--- config.mk ---
export PLATFORM = sky130hd
export DESIGN_NAME = crtc_timing
export DESIGN_NICKNAME = d
export VERILOG_FILES = /design/src/rtl/crtc_pkg.sv /design/src/rtl/crtc_ctrl.sv /design/src/rtl/crtc_dp.sv /design/src/rtl/crtc_timing.sv
export SDC_FILE = /design/constraint.sdc
export NUM_CORES = 1
export LEC_CHECK = 0
export ABC_CLOCK_PERIOD_IN_PS = 4100
export BUFFER_PORTS_ARGS = -buffer_cell sky130_fd_sc_hd__buf_2
export CAP_MARGIN = 0
export CORE_MARGIN = 3
export CORE_UTILIZATION = 51
export DETAILED_ROUTE_END_ITERATION = 12
export PLACE_DENSITY_LB_ADDON = 0.3
export SETUP_SLACK_MARGIN = 0.5
export SLEW_MARGIN = 25
export SYNTH_ARGS = -nofsm -noshare
export SYNTH_HDL_FRONTEND = slang
export SYNTH_HIERARCHICAL = 1
export SYNTH_SLANG_ARGS = --single-unit
--- constraint.sdc ---
create_clock -name clk -period 4.1 [get_ports clk]
set_input_delay 1.025 -clock clk [delete_from_list [all_inputs] [get_ports clk]]
set_output_delay 1.025 -clock clk [all_outputs]
set_load 0.02 [all_outputs]
--- src/rtl/crtc_pkg.sv ---
package crtc_pkg;
  // Strobes passed from the control decoder to the counter/flag datapath.
  typedef struct packed {
    logic step;       // enabled character clock while running
    logic lineEnd;    // last character of the scanline
    logic lineAdv;    // line counter steps on this edge
    logic vWrap;      // line counter returns to zero
    logic hBlankSet;
    logic hBlankClr;
    logic hSyncSet;
    logic hSyncClr;
    logic vBlankSet;
    logic vBlankClr;
    logic vSyncSet;
    logic vSyncClr;
    logic irqSet;
  } crtcStrobes_t;
endpackage

--- src/rtl/crtc_ctrl.sv ---
module crtc_ctrl
  import crtc_pkg::*;
#(
  parameter int HW   = 8,
  parameter int VW   = 10,
  parameter int HBEW = 6,
  parameter int HSEW = 5,
  parameter int VBEW = 7,
  parameter int VSEW = 4
) (
  input  logic            chEn,
  input  logic            timingRun,
  input  logic            lineDiv2,
  input  logic            halfLine,
  input  logic [HW:0]     charCount,
  input  logic [VW-1:0]   lineCount,
  input  logic [HW-1:0]   hTotal,
  input  logic [HW-1:0]   hBlankStart,
  input  logic [HBEW-1:0] hBlankEnd,
  input  logic [HW-1:0]   hSyncStart,
  input  logic [HSEW-1:0] hSyncEnd,
  input  logic [VW-1:0]   vTotal,
  input  logic [VW-1:0]   vBlankStart,
  input  logic [VBEW-1:0] vBlankEnd,
  input  logic [VW-1:0]   vSyncStart,
  input  logic [VSEW-1:0] vSyncEnd,
  input  logic            irqDisable,
  output crtcStrobes_t    st
);
  localparam int HCW = HW + 1;

  logic [HCW-1:0] hLast;
  logic [VW-1:0]  vLast;
  logic [VW-1:0]  lineNext;

  always_comb begin
    hLast = HCW'(hTotal) + HCW'(4);
    vLast = vTotal + VW'(1);

    st.step    = chEn & timingRun;
    st.lineEnd = st.step & (charCount == hLast);
    st.lineAdv = st.lineEnd & (~lineDiv2 | halfLine);
    st.vWrap   = lineCount == vLast;
    lineNext   = st.vWrap ? '0 : lineCount + VW'(1);

    // Full-width start, partial-width end
    st.hBlankSet = st.step & (charCount == HCW'(hBlankStart));
    st.hBlankClr = st.step & (charCount[HBEW-1:0] == hBlankEnd);
    st.hSyncSet  = st.step & (charCount == HCW'(hSyncStart));
    st.hSyncClr  = st.step & (charCount[HSEW-1:0] == hSyncEnd);

    st.vBlankSet = st.lineAdv & (lineNext == vBlankStart);
    st.vBlankClr = st.lineAdv & (lineNext[VBEW-1:0] == vBlankEnd);
    st.vSyncSet  = st.lineAdv & (lineNext == vSyncStart);
    st.vSyncClr  = st.lineAdv & (lineNext[VSEW-1:0] == vSyncEnd);
    st.irqSet    = st.vSyncSet & ~irqDisable;
  end
endmodule

--- src/rtl/crtc_dp.sv ---
module crtc_dp
  import crtc_pkg::*;
#(
  parameter int HW = 8,
  parameter int VW = 10
) (
  input  logic          clk,
  input  logic          rstN,
  input  logic          timingRun,
  input  logic          lineDiv2,
  input  logic          irqClear,
  input  logic [HW-1:0] hDispEnd,
  input  logic [VW-1:0] vDispEnd,
  input  crtcStrobes_t  st,
  output logic [HW:0]   charCount,
  output logic [VW-1:0] lineCount,
  output logic          halfLine,
  output logic          dispEn,
  output logic          hBlank,
  output logic          hSync,
  output logic          vBlank,
  output logic          vSync,
  output logic          irqReq
);
  localparam int HCW = HW + 1;

  logic live;

  always_ff @(posedge clk) begin
    if (!rstN || !timingRun) begin
      charCount <= '0;
      lineCount <= '0;
      halfLine  <= 1'b0;
      hBlank    <= 1'b0;
      hSync     <= 1'b0;
      vBlank    <= 1'b0;
      vSync     <= 1'b0;
    end else if (st.step) begin
      charCount <= st.lineEnd ? '0 : charCount + HCW'(1);
      if (st.lineEnd) halfLine <= lineDiv2 & ~halfLine;
      if (st.lineAdv) lineCount <= st.vWrap ? '0 : lineCount + VW'(1);
      if (st.hBlankSet)      hBlank <= 1'b1;
      else if (st.hBlankClr) hBlank <= 1'b0;
      if (st.hSyncSet)       hSync  <= 1'b1;
      else if (st.hSyncClr)  hSync  <= 1'b0;
      if (st.vBlankSet)      vBlank <= 1'b1;
      else if (st.vBlankClr) vBlank <= 1'b0;
      if (st.vSyncSet)       vSync  <= 1'b1;
      else if (st.vSyncClr)  vSync  <= 1'b0;
    end
  end

  always_ff @(posedge clk) begin
    if (!rstN) begin
      irqReq <= 1'b0;
      live   <= 1'b0;
    end else begin
      live <= timingRun;
      if (st.irqSet)     irqReq <= 1'b1;
      else if (irqClear) irqReq <= 1'b0;
    end
  end

  assign dispEn = live & (charCount <= HCW'(hDispEnd)) & (lineCount <= vDispEnd);
endmodule

--- src/rtl/crtc_timing.sv ---
module crtc_timing
  import crtc_pkg::*;
#(
  parameter int HW = 8,
  parameter int VW = 10
) (
  input  logic          clk,
  input  logic          rstN,
  input  logic          chEn,
  input  logic          timingRun,
  input  logic          lineDiv2,
  input  logic [HW-1:0] hTotal,
  input  logic [HW-1:0] hDispEnd,
  input  logic [HW-1:0] hBlankStart,
  input  logic [5:0]    hBlankEnd,
  input  logic [HW-1:0] hSyncStart,
  input  logic [4:0]    hSyncEnd,
  input  logic [VW-1:0] vTotal,
  input  logic [VW-1:0] vDispEnd,
  input  logic [VW-1:0] vBlankStart,
  input  logic [6:0]    vBlankEnd,
  input  logic [VW-1:0] vSyncStart,
  input  logic [3:0]    vSyncEnd,
  input  logic          irqDisable,
  input  logic          irqClear,
  output logic [HW:0]   charCount,
  output logic [VW-1:0] lineCount,
  output logic          dispEn,
  output logic          hBlank,
  output logic          hSync,
  output logic          vBlank,
  output logic          vSync,
  output logic          irqReq
);
  crtcStrobes_t st;
  logic halfLine;

  crtc_ctrl #(.HW(HW), .VW(VW), .HBEW(6), .HSEW(5), .VBEW(7), .VSEW(4)) u_ctrl (
    .chEn(chEn), .timingRun(timingRun), .lineDiv2(lineDiv2), .halfLine(halfLine),
    .charCount(charCount), .lineCount(lineCount),
    .hTotal(hTotal), .hBlankStart(hBlankStart), .hBlankEnd(hBlankEnd),
    .hSyncStart(hSyncStart), .hSyncEnd(hSyncEnd),
    .vTotal(vTotal), .vBlankStart(vBlankStart), .vBlankEnd(vBlankEnd),
    .vSyncStart(vSyncStart), .vSyncEnd(vSyncEnd),
    .irqDisable(irqDisable), .st(st)
  );

  crtc_dp #(.HW(HW), .VW(VW)) u_dp (
    .clk(clk), .rstN(rstN), .timingRun(timingRun), .lineDiv2(lineDiv2),
    .irqClear(irqClear), .hDispEnd(hDispEnd), .vDispEnd(vDispEnd), .st(st),
    .charCount(charCount), .lineCount(lineCount), .halfLine(halfLine),
    .dispEn(dispEn), .hBlank(hBlank), .hSync(hSync), .vBlank(vBlank),
    .vSync(vSync), .irqReq(irqReq)
  );
endmodule

### Word level (Yosys, flattened, before mapping)

Index checks and enable logic that the tools add are counted.

* divide/modulo/power cells: 0
* add/sub/neg operators: 4
* order comparisons: 2
* multiply operators: 0
* reduce and logical (&&, ||, !) cells: 14
* shift-type cells: 0
* mux-type cells: 12
* eq/ne operators: 10
* bitwise operators: 19

Operators by type and width (count)
* == test 10 bit: 3
* adder 10 x 1 -> 10 bit, second input constant: 2
* == test 9 x 8 -> 1 bit: 2
* bitwise AND 1 bit: 15
* AND reduction 2 bit: 6
* <= comparator 10 bit: 1
* two-way mux 1 bit: 10
* two-way mux 10 bit: 1
* nonzero test 2 bit: 5
* adder 8 x 3 -> 9 bit, second input constant: 1
* adder 9 x 1 -> 9 bit, second input constant: 1
* == test 9 bit: 1
* <= comparator 9 x 8 -> 1 bit: 1
* two-way mux 9 bit: 1
* == test 7 bit: 1
* == test 6 bit: 1
* == test 5 bit: 1
* == test 4 bit: 1
* NOT 1 bit: 3
* logical NOT 1 bit: 2
* logical OR 1 bit: 1
* bitwise OR 1 bit: 1

* memory bits (writable): 0
* output and inout bits: 25
* memories: 0
* bits in latches: 0
* flip-flop bits (word level): 26
* input bits: 101
* bits in read-only memories: 0

### Longest topological paths before layout

Gate-level depths: netlist of run 1.

* word-level depth: 7
* mapped depth: 12

### Hierarchy

The synthesis of run 1 kept the hierarchy.

Modules (own cells, without submodules)
* crtc_ctrl: area each 1737.9 µm², cells each 241, seq. area each 0.0 µm², instances 1
* crtc_dp: area each 1545.2 µm², cells each 181, seq. area each 520.5 µm², instances 1

### Worst setup path before layout of run 1

OpenSTA, ideal clock, no wires.

* kind: input to register
* from: input port vTotal[0]
* to: register u_dp.vBlank
* data arrival time: 3.268 ns
* slack: 0.712 ns
* stages: 12
* cell sequence: ha_1 -> xor2_1 -> a211oi_1 -> o2111ai_1 -> a2111oi_4 -> buf_2 -> a21oi_1 -> o32ai_1 -> o2111a_1 -> nand2_1 -> a22oi_1 -> nor2_1

RTL lines
* from (decl): line crtc_timing.sv:18 `input logic [VW-1:0] vTotal,`
* to (signal assigned): line crtc_dp.sv:36 `vBlank <= 1'b0;`
* to (signal assigned): line crtc_dp.sv:46 `if (st.vBlankSet) vBlank <= 1'b1;`
* to (signal assigned): line crtc_dp.sv:47 `else if (st.vBlankClr) vBlank <= 1'b0;`
* to (decl): line crtc_dp.sv:21 `output logic vBlank,`

==> summary.txt, run 1 <==
Status
  • Outcome: complete, no violations

Floorplanning
  • Num rows: 28
  • Full die area: 7436 sq um
  • IO Count: 126
  • Core area: 6061 sq um
  • Starting Density: 54.17%
  • Die height: 86.24 um
  • Die span in x: 86.24 um

Clocking
  • CTS root buf: clkbuf_8
  • CTS tree: yes
  • Clock transition at the registers of the reported paths: 0.09 ns
  • Longest Clk Path Bufs: 2
  • Clk sinks: 26
  • Clock latency on the worst-skew pair: 0.27 ns
  • Postcts setup bufs: 0
  • Total CTS buffers: 3
  • CTS HTree Levels: 1

Logic synthesis
  • Mapped Cells: 422
  • Commonest cells in the netlist: 44 x nor2_1, 43 x xor2_1, 39 x xnor2_1, 29 x inv_1, 26 x dfxtp_1
  • Syn_nets: 546
  • FFs w/ async S/R, synth: 0%
  • Top cell type's share of synthesized area: 15.85%
  • Syn Area/Cell: 7.780 sq um
  • Number of flops mapped to enable cells by yosys: 0
  • Synth area leaders: dfxtp_1 16%, xor2_1 11%, xnor2_1 10%, ha_1 8.8%, nor2_1 5.0%
  • Yosys reg bits: 26
  • Seq/Total Area, Yosys: 15.85%
  • Yosys warns: 6
  • Yosys top cell by area: dfxtp_1
  • Count of different cell masters after synthesis: 64
  • Mapped Area: 3283 sq um
  • Count leader, synth: nor2_1
  • Synth Flop Type: dfxtp_1

Critical path
  • Setup crit start kind: primary input
  • Reg-to-reg setup timing slack: 1.12 ns
  • Worst Setup Path Type: primary input to flip-flop
  • Critical-path maximum fanout: 13
  • WP data required: 4.26 ns
  • Cell chain of the critical path: buf_2 -> ha_1 -> xor2_1 -> a211oi_1 -> o2111ai_1 -> a2111oi_4 -> buf_6 -> or2b_1 -> a31oi_1 -> o2111a_1 -> nand2_1 -> a22oi_1 -> nor2_1
  • Slowest library cell on the worst path: a2111oi_4
  • CP Data Arrival Time: 3.59 ns
  • CP peak stage delay: 0.41 ns
  • Crit end category: flip-flop

Layout
  • Layout area overhead: 21.88%
  • Fin area: 4001 sq um
  • Multi-input gate area: 2566 sq um
  • Layout filler cell count: 551
  • Core Util, Final: 66.02%
  • Share of cells above drive strength 1: 26.95%
  • Antenna cells: 0
  • Register area: 520.5 sq um
  • Nets@finish: 663

Placement
  • GPL Wtd Cong: 0.8476
  • Placed cell areas: 3930 sq um
  • Hpwl dp: 7.203 mm
  • IO Port Bufs: 125

Pwr
  • Reg power frac: 44.1%
  • Worst VDD drop: 0.0001362 V
  • Internal: 418.4 uW
  • Comb power frac: 27.4%
  • Clk network pwr share: 28.5%
  • Switching fraction of total power: 27.76%
  • Pleak: 0.001839 uW
  • Switching pwr: 160.8 uW
  • Power per cell area: 144.7 nW/um^2

STA
  • Setup TNS: 0 ns
  • F_max: 0.2920 GHz
  • Slew margin rel.: 45.45%
  • Final count of pins violating max slew: 0
  • Min cycle time layout: 3.425 ns
  • Setup repair after global routing missed its margin: yes
  • Hold Slack: 0.5132 ns
  • Setup violators final: 0
  • Period utilisation layout: 83.54%
  • Worst-margin pin slew: 0.8154 ns
  • Final hold violations: 0
  • Clk_skew: 0.002448 ns

Drt
  • Vias: 3576
  • Routed Antenna Nets: 0
  • Post-route DRC: 0
  • Vias per inst: 5.834
  • WL/cell: 15.19 um
  • Post-Route WL: 9.309 mm
  • TritonRoute pass-1 iters: 4
  • Initial drt markers: 171

Global routing
  • Vias in the first global route: 3329
  • Largest net degree at the start of global routing: 27
  • Total grt overflow: 0
  • First-pass GRT wire length: 14.58 mm
  • Total track usage: 23.54%
  • Initial antenna violation count: 0

Min path
  • HP Class: flip-flop to flip-flop

Flow run
  • Max-cap viol count: 0
-- area by class of cell --
cell class | instances | share of cell area (%)
clock buffer | 4 | 1.376
multi-input combinational | 350 | 64.13
timing repair buffer | 129 | 16.42
tap | 75 | 2.345
inverter | 29 | 2.720
sequential | 26 | 13.01
-- final timing paths --
| check | endpoint | start | cells after the start |
|---|---|---|---|
| worst max-delay path | u_dp/vBlank | vTotal[0] | 13 |
| worst min-delay path | u_dp/hBlank | u_dp/hBlank | 2 |
| worst max register to register | u_dp/vSync | u_dp/lineCount[0] | 10 |
| worst min register to register | u_dp/hBlank | u_dp/hBlank | 2 |
-- cell families (layout without fill, tap and decap cells) --
family / count (synthesis) / in the layout / share of synthesized area (%)
xor+xnor: 84 / 84 / 23.06
simple gates: 165 / 165 / 27.25
buf+inv: 46 / 162 / 6.212
fa+ha+maj: 23 / 23 / 8.765
compound gates: 75 / 75 / 17.95
mux: 3 / 3 / 0.9147
flops: 26 / 26 / 15.85
-- what timing repair did --
action | in CTS | in global routing
gates resized for setup | 0 | 2
setup endpoints to repair | 0 | 2
hold endpoints to repair | 0 | 0
hold buffers | 0 | 0
-- power groups by stage --
stage	clock (uW)	sequential (uW)	combinational (uW)
5_1_grt	179	256	176
3_3_place_gp	0	261	152
4_1_cts	169	255	158
2_1_floorplan	0	261	80.5
6_report	165	255	159
3_5_place_dp	0	261	157
-- cell usage in the layout, fill, tap and decap left out, types with 3 or more instances in the layout --
master,instances
buf_2,126
nor2_1,44
xor2_1,43
xnor2_1,39
inv_1,29
dfxtp_1,26
nand2_1,25
ha_1,23
nand3_1,17
nand4_1,14
a21oi_1,12
nor4_1,10
a31oi_1,8
nor3_1,7
a22oi_1,7
nor4b_1,6
nor2b_1,6
and3_1,6
nor3b_1,6
clkbuf_8,4
and2_1,4
o21ai_0,4
and4_1,4
o21a_1,4
o221ai_1,3
o211ai_1,3
nand2b_1,3
o2111ai_1,3
mux2i_1,3
a21o_1,3
-- layer usage --
layer  wire length, um  up-vias  share of wire, %  track usage [%]
met5                 0        -                 0                0
met4               151        0               1.6            8.074
met3               648       14               7.0            2.947
met2              4573      145                49            42.61
met1              3936     1664                42            28.63
li1                  -     1753                 -                -
-- through the flow --
stage	setup WS, ns	instances	total power [uW]
floorplan	0.7118	422	341.0
global placement	0.4166	608	413.4
detailed placement	0.3685	608	418.0
CTS	0.6558	612	581.9
global route	0.4681	613	610.6
finish	0.6750	613	579.2
-- worst max-delay path: cells and delay by family --
| kind | cells | cell delay (ns) |
|---|---|---|
| compound gates | 6 | 1.39 |
| xor+xnor | 1 | 0.17 |
| simple gates | 3 | 0.33 |
| buf+inv | 2 | 0.35 |
| fa+ha+maj | 1 | 0.30 |
-- state kept, by name, summed over array words and instances (netlist names) --
| name | flops |
|---|---|
| u_dp/live | 1 |
| u_dp/vSync | 1 |
| u_dp/lineCount | 10 |
| u_dp/halfLine | 1 |
| u_dp/charCount | 9 |
| u_dp/irqReq | 1 |
| u_dp/vBlank | 1 |
| u_dp/hSync | 1 |
| u_dp/hBlank | 1 |
Power figures use the tool's default switching activity.
==> inputs of run 2 (changes only) <==
ABC_CLOCK_PERIOD_IN_PS = 2800   (was 4100)
CORE_UTILIZATION = 46   (was 51)
clock period = 2.8 ns   (was 4.1 ns; I/O delays follow)
==> run 2 against run 1 <==
  * The run now ends with negative setup slack left
  * Critical path depth unchanged
  * Critical endpoint is now u_dp/vSync
  * Clock power increased by 90%
  * Non-clock buffer count grew 32
  * Via count is 2.2% higher
  * Sequential power is 45% higher
  * Clock skew is 0.00066 ns higher
==> summary.txt, run 2 (synthesis results as in run 1) <==
Status
  • Outcome: complete, but fails checks
  • Failing checks: negative setup slack

Layout
  • Most frequent cells in the layout: 121 x buf_2, 43 x nor2_1, 42 x xor2_1
  • Number of flip-flops in the largest register: 10 (unchanged)
  • Antenna cells: 0 (unchanged)
  • Largest Register: u_dp/lineCount
  • Layout filler cell count: 612 (+11%)
  • Nets@finish: 695 (+4.8%)
  • Layout area overhead: 39.82%
  • Share of cells above drive strength 1: 38.42% (+11 points)
  • Fin area: 4591 sq um (+15%)
  • Commonest non-fill, non-tap cell in the layout: buf_2
  • Layout Cells excl Fill: 666 (+8.6%)
  • Top flop regs: u_dp/lineCount (10), u_dp/charCount (9)
  • Core Util, Final: 66.83% (+0.81 points)

Global routing
  • First-pass GRT wire length: 16.28 mm (+12%)
  • Total track usage: 23.22% (-0.33 points)
  • Initial antenna violation count: 0 (unchanged)
  • Vias in the first global route: 3609 (+8.4%)
  • Largest net degree at the start of global routing: 23 (-15%)
  • Total grt overflow: 0 (unchanged)

Placement
  • Dpl ws: -0.3707 ns (-0.7391 ns)
  • Placed cell areas: 4297 sq um (+9.3%)
  • IO Port Bufs: 125 (unchanged)
  • GPL Wtd Cong: 0.8923 (+5.3%)
  • Hpwl dp: 7.976 mm (+11%)
  • Cells after DPL: 660 (+8.6%)

Drt
  • Vias: 3655 (+2.2%)
  • Routed Antenna Nets: 0 (unchanged)
  • Post-route DRC: 0 (unchanged)
  • WL/cell: 14.66 um (-3.5%)
  • Initial drt markers: 104 (-39%)
  • TritonRoute pass-1 iters: 4 (unchanged)
  • Post-Route WL: 9.762 mm (+4.9%)
  • Vias per inst: 5.488 (-5.9%)

Flow run
  • Max-cap viol count: 0 (unchanged)

Pwr
  • Worst VDD drop: 0.0002169 V (+59%)
  • Pleak: 0.002032 uW (+10%)
  • Power per cell area: 208.1 nW/um^2 (+44%)

STA
  • PnR worst setup slack: -0.03049 ns (-0.7055 ns)
  • Clk_skew: 0.003104 ns (+0.0006561 ns)
  • Setup TNS: -0.04873 ns (-0.04873 ns)
  • Final hold violations: 0 (unchanged)
  • Setup repair after global routing missed its margin: yes
  • Final count of pins violating max slew: 0 (unchanged)
  • Worst-margin pin slew: 0.7532 ns (-0.06219 ns)
  • Min cycle time layout: 2.830 ns
  • F_max: 0.3533 GHz
  • Slew margin rel.: 49.61% (+4.2 points)
  • Period utilisation layout: 101.1%
  • Setup violators final: 2 (+2)

Critical path
  • Worst Setup Path Type: primary input to flip-flop
  • Cell chain of the critical path: buf_2 -> ha_4 -> xor2_1 -> a211oi_2 -> o2111ai_2 -> a2111oi_4 -> buf_12 -> buf_4 -> o21a_1 -> o2111ai_2 -> nor3_1 -> a22oi_2 -> nor2_1
  • CP dominant cell by count: o2111ai_2
  • CP Data Arrival Time: 3.05 ns (-0.54 ns)
  • Crit end category: flip-flop
  • Slowest library cell on the worst path: a2111oi_4
  • WP data required: 3.02 ns (-1.24 ns)
  • Critical-path maximum fanout: 22 (+9)
  • Setup crit start kind: primary input
  • CP peak stage delay: 0.36 ns (-0.05 ns)

Floorplanning
  • Core area: 6869 sq um (+13%)
  • Die span in x: 90.48 um (+4.9%)
  • Full die area: 8187 sq um (+10%)
  • Num rows: 30 (+7.1%)
  • Die height: 90.48 um (+4.9%)
  • IO Count: 126 (unchanged)
  • Starting Density: 47.80% (-6.4 points)

Clocking
  • Total CTS buffers: 3 (unchanged)
  • Clock latency on the worst-skew pair: 0.28 ns (about the same)
  • CTS tree: yes
  • Clk sinks: 26 (unchanged)
  • Longest Clk Path Bufs: 2 (unchanged)
  • Clock transition at the registers of the reported paths: 0.09 ns (about the same)
  • CTS HTree Levels: 1 (unchanged)
  • CTS root buf: clkbuf_8
  • Hold bufs inserted after CTS: 0 (unchanged)

Min path
  • HP Class: flip-flop to flip-flop
run 2: changes by cell type in the layout (fill, tap and decap cells not counted), sizes merged:
cell	before	now
clkbuf	4	3
bufinv	0	1
buf	129	161
run 2: worst max-delay path: cells and delay by family:
kind	cells	cell delay, ns
AOI/OAI and AO/OA	6	1.14
xor gates and xnor gates	1	0.16
buffers and inverters	3	0.46
adders and majority gates	1	0.23
and+or+nand+nor	2	0.35
run 2: path summary, 6_finish.rpt:
| kind | cells past startpoint | to | slack [ns] | start |
|---|---|---|---|---|
| hold / removal | 2 | u_dp/hSync | 0.52 | u_dp/hSync |
| setup reg to reg | 11 | u_dp/vSync | 0.21 | u_dp/lineCount[3] |
| setup / recovery | 13 | u_dp/vSync | -0.03 | vTotal[0] |
| hold reg to reg | 2 | u_dp/hSync | 0.52 | u_dp/hSync |
run 2: per-layer routing:
metal  part of all wire, %  track usage (%)  wire length (um)
met4                   1.2            4.847               119
met1                    42            28.22              4140
met3                   6.2            3.750               608
met5                     0                0                 0
met2                    50            42.68              4893
run 2: final cells by class:
cell class | count | area (sq um) | area share (%)
repair buffers | 161 | 937.1 | 20.41
inverters | 29 | 116.4 | 2.535
well taps | 96 | 120.1 | 2.617
flip-flops and latches | 26 | 534.3 | 11.64
clock inverters | 1 | 30.03 | 0.6541
clock buffers | 3 | 41.29 | 0.8994
multi-input cells | 350 | 2811 | 61.24
run 2: report_power, final:
group / leakage (uW) / switching (uW) / total (uW) / internal, uW
Clock: 0.0000357 / 121 / 313 / 192
Combinational: 0.00178 / 134 / 273 / 139
Sequential: 0.000214 / 0.991 / 370 / 369
Total: 0.00203 / 256 / 955 / 699
run 2: metrics by stage:
| step | hold WS [ns] | power, uW |
|---|---|---|
| floorplan | 0.4806 | 504.7 |
| global placement | 0.4913 | 626.0 |
| detailed placement | 0.4986 | 633.0 |
| CTS | 0.5239 | 952.6 |
| global route | 0.5610 | 1008 |
| finish | 0.5214 | 955.3 |
run 2: what timing repair did:
| item | 4_1_cts | 5_1_grt |
|---|---|---|
| pin swaps | 11 | 4 |
| endpoints found under the setup margin | 14 | 14 |
| buffers inserted | 1 | 1 |
| hold endpoints to repair | 0 | 0 |
| resized for setup | 27 | 16 |
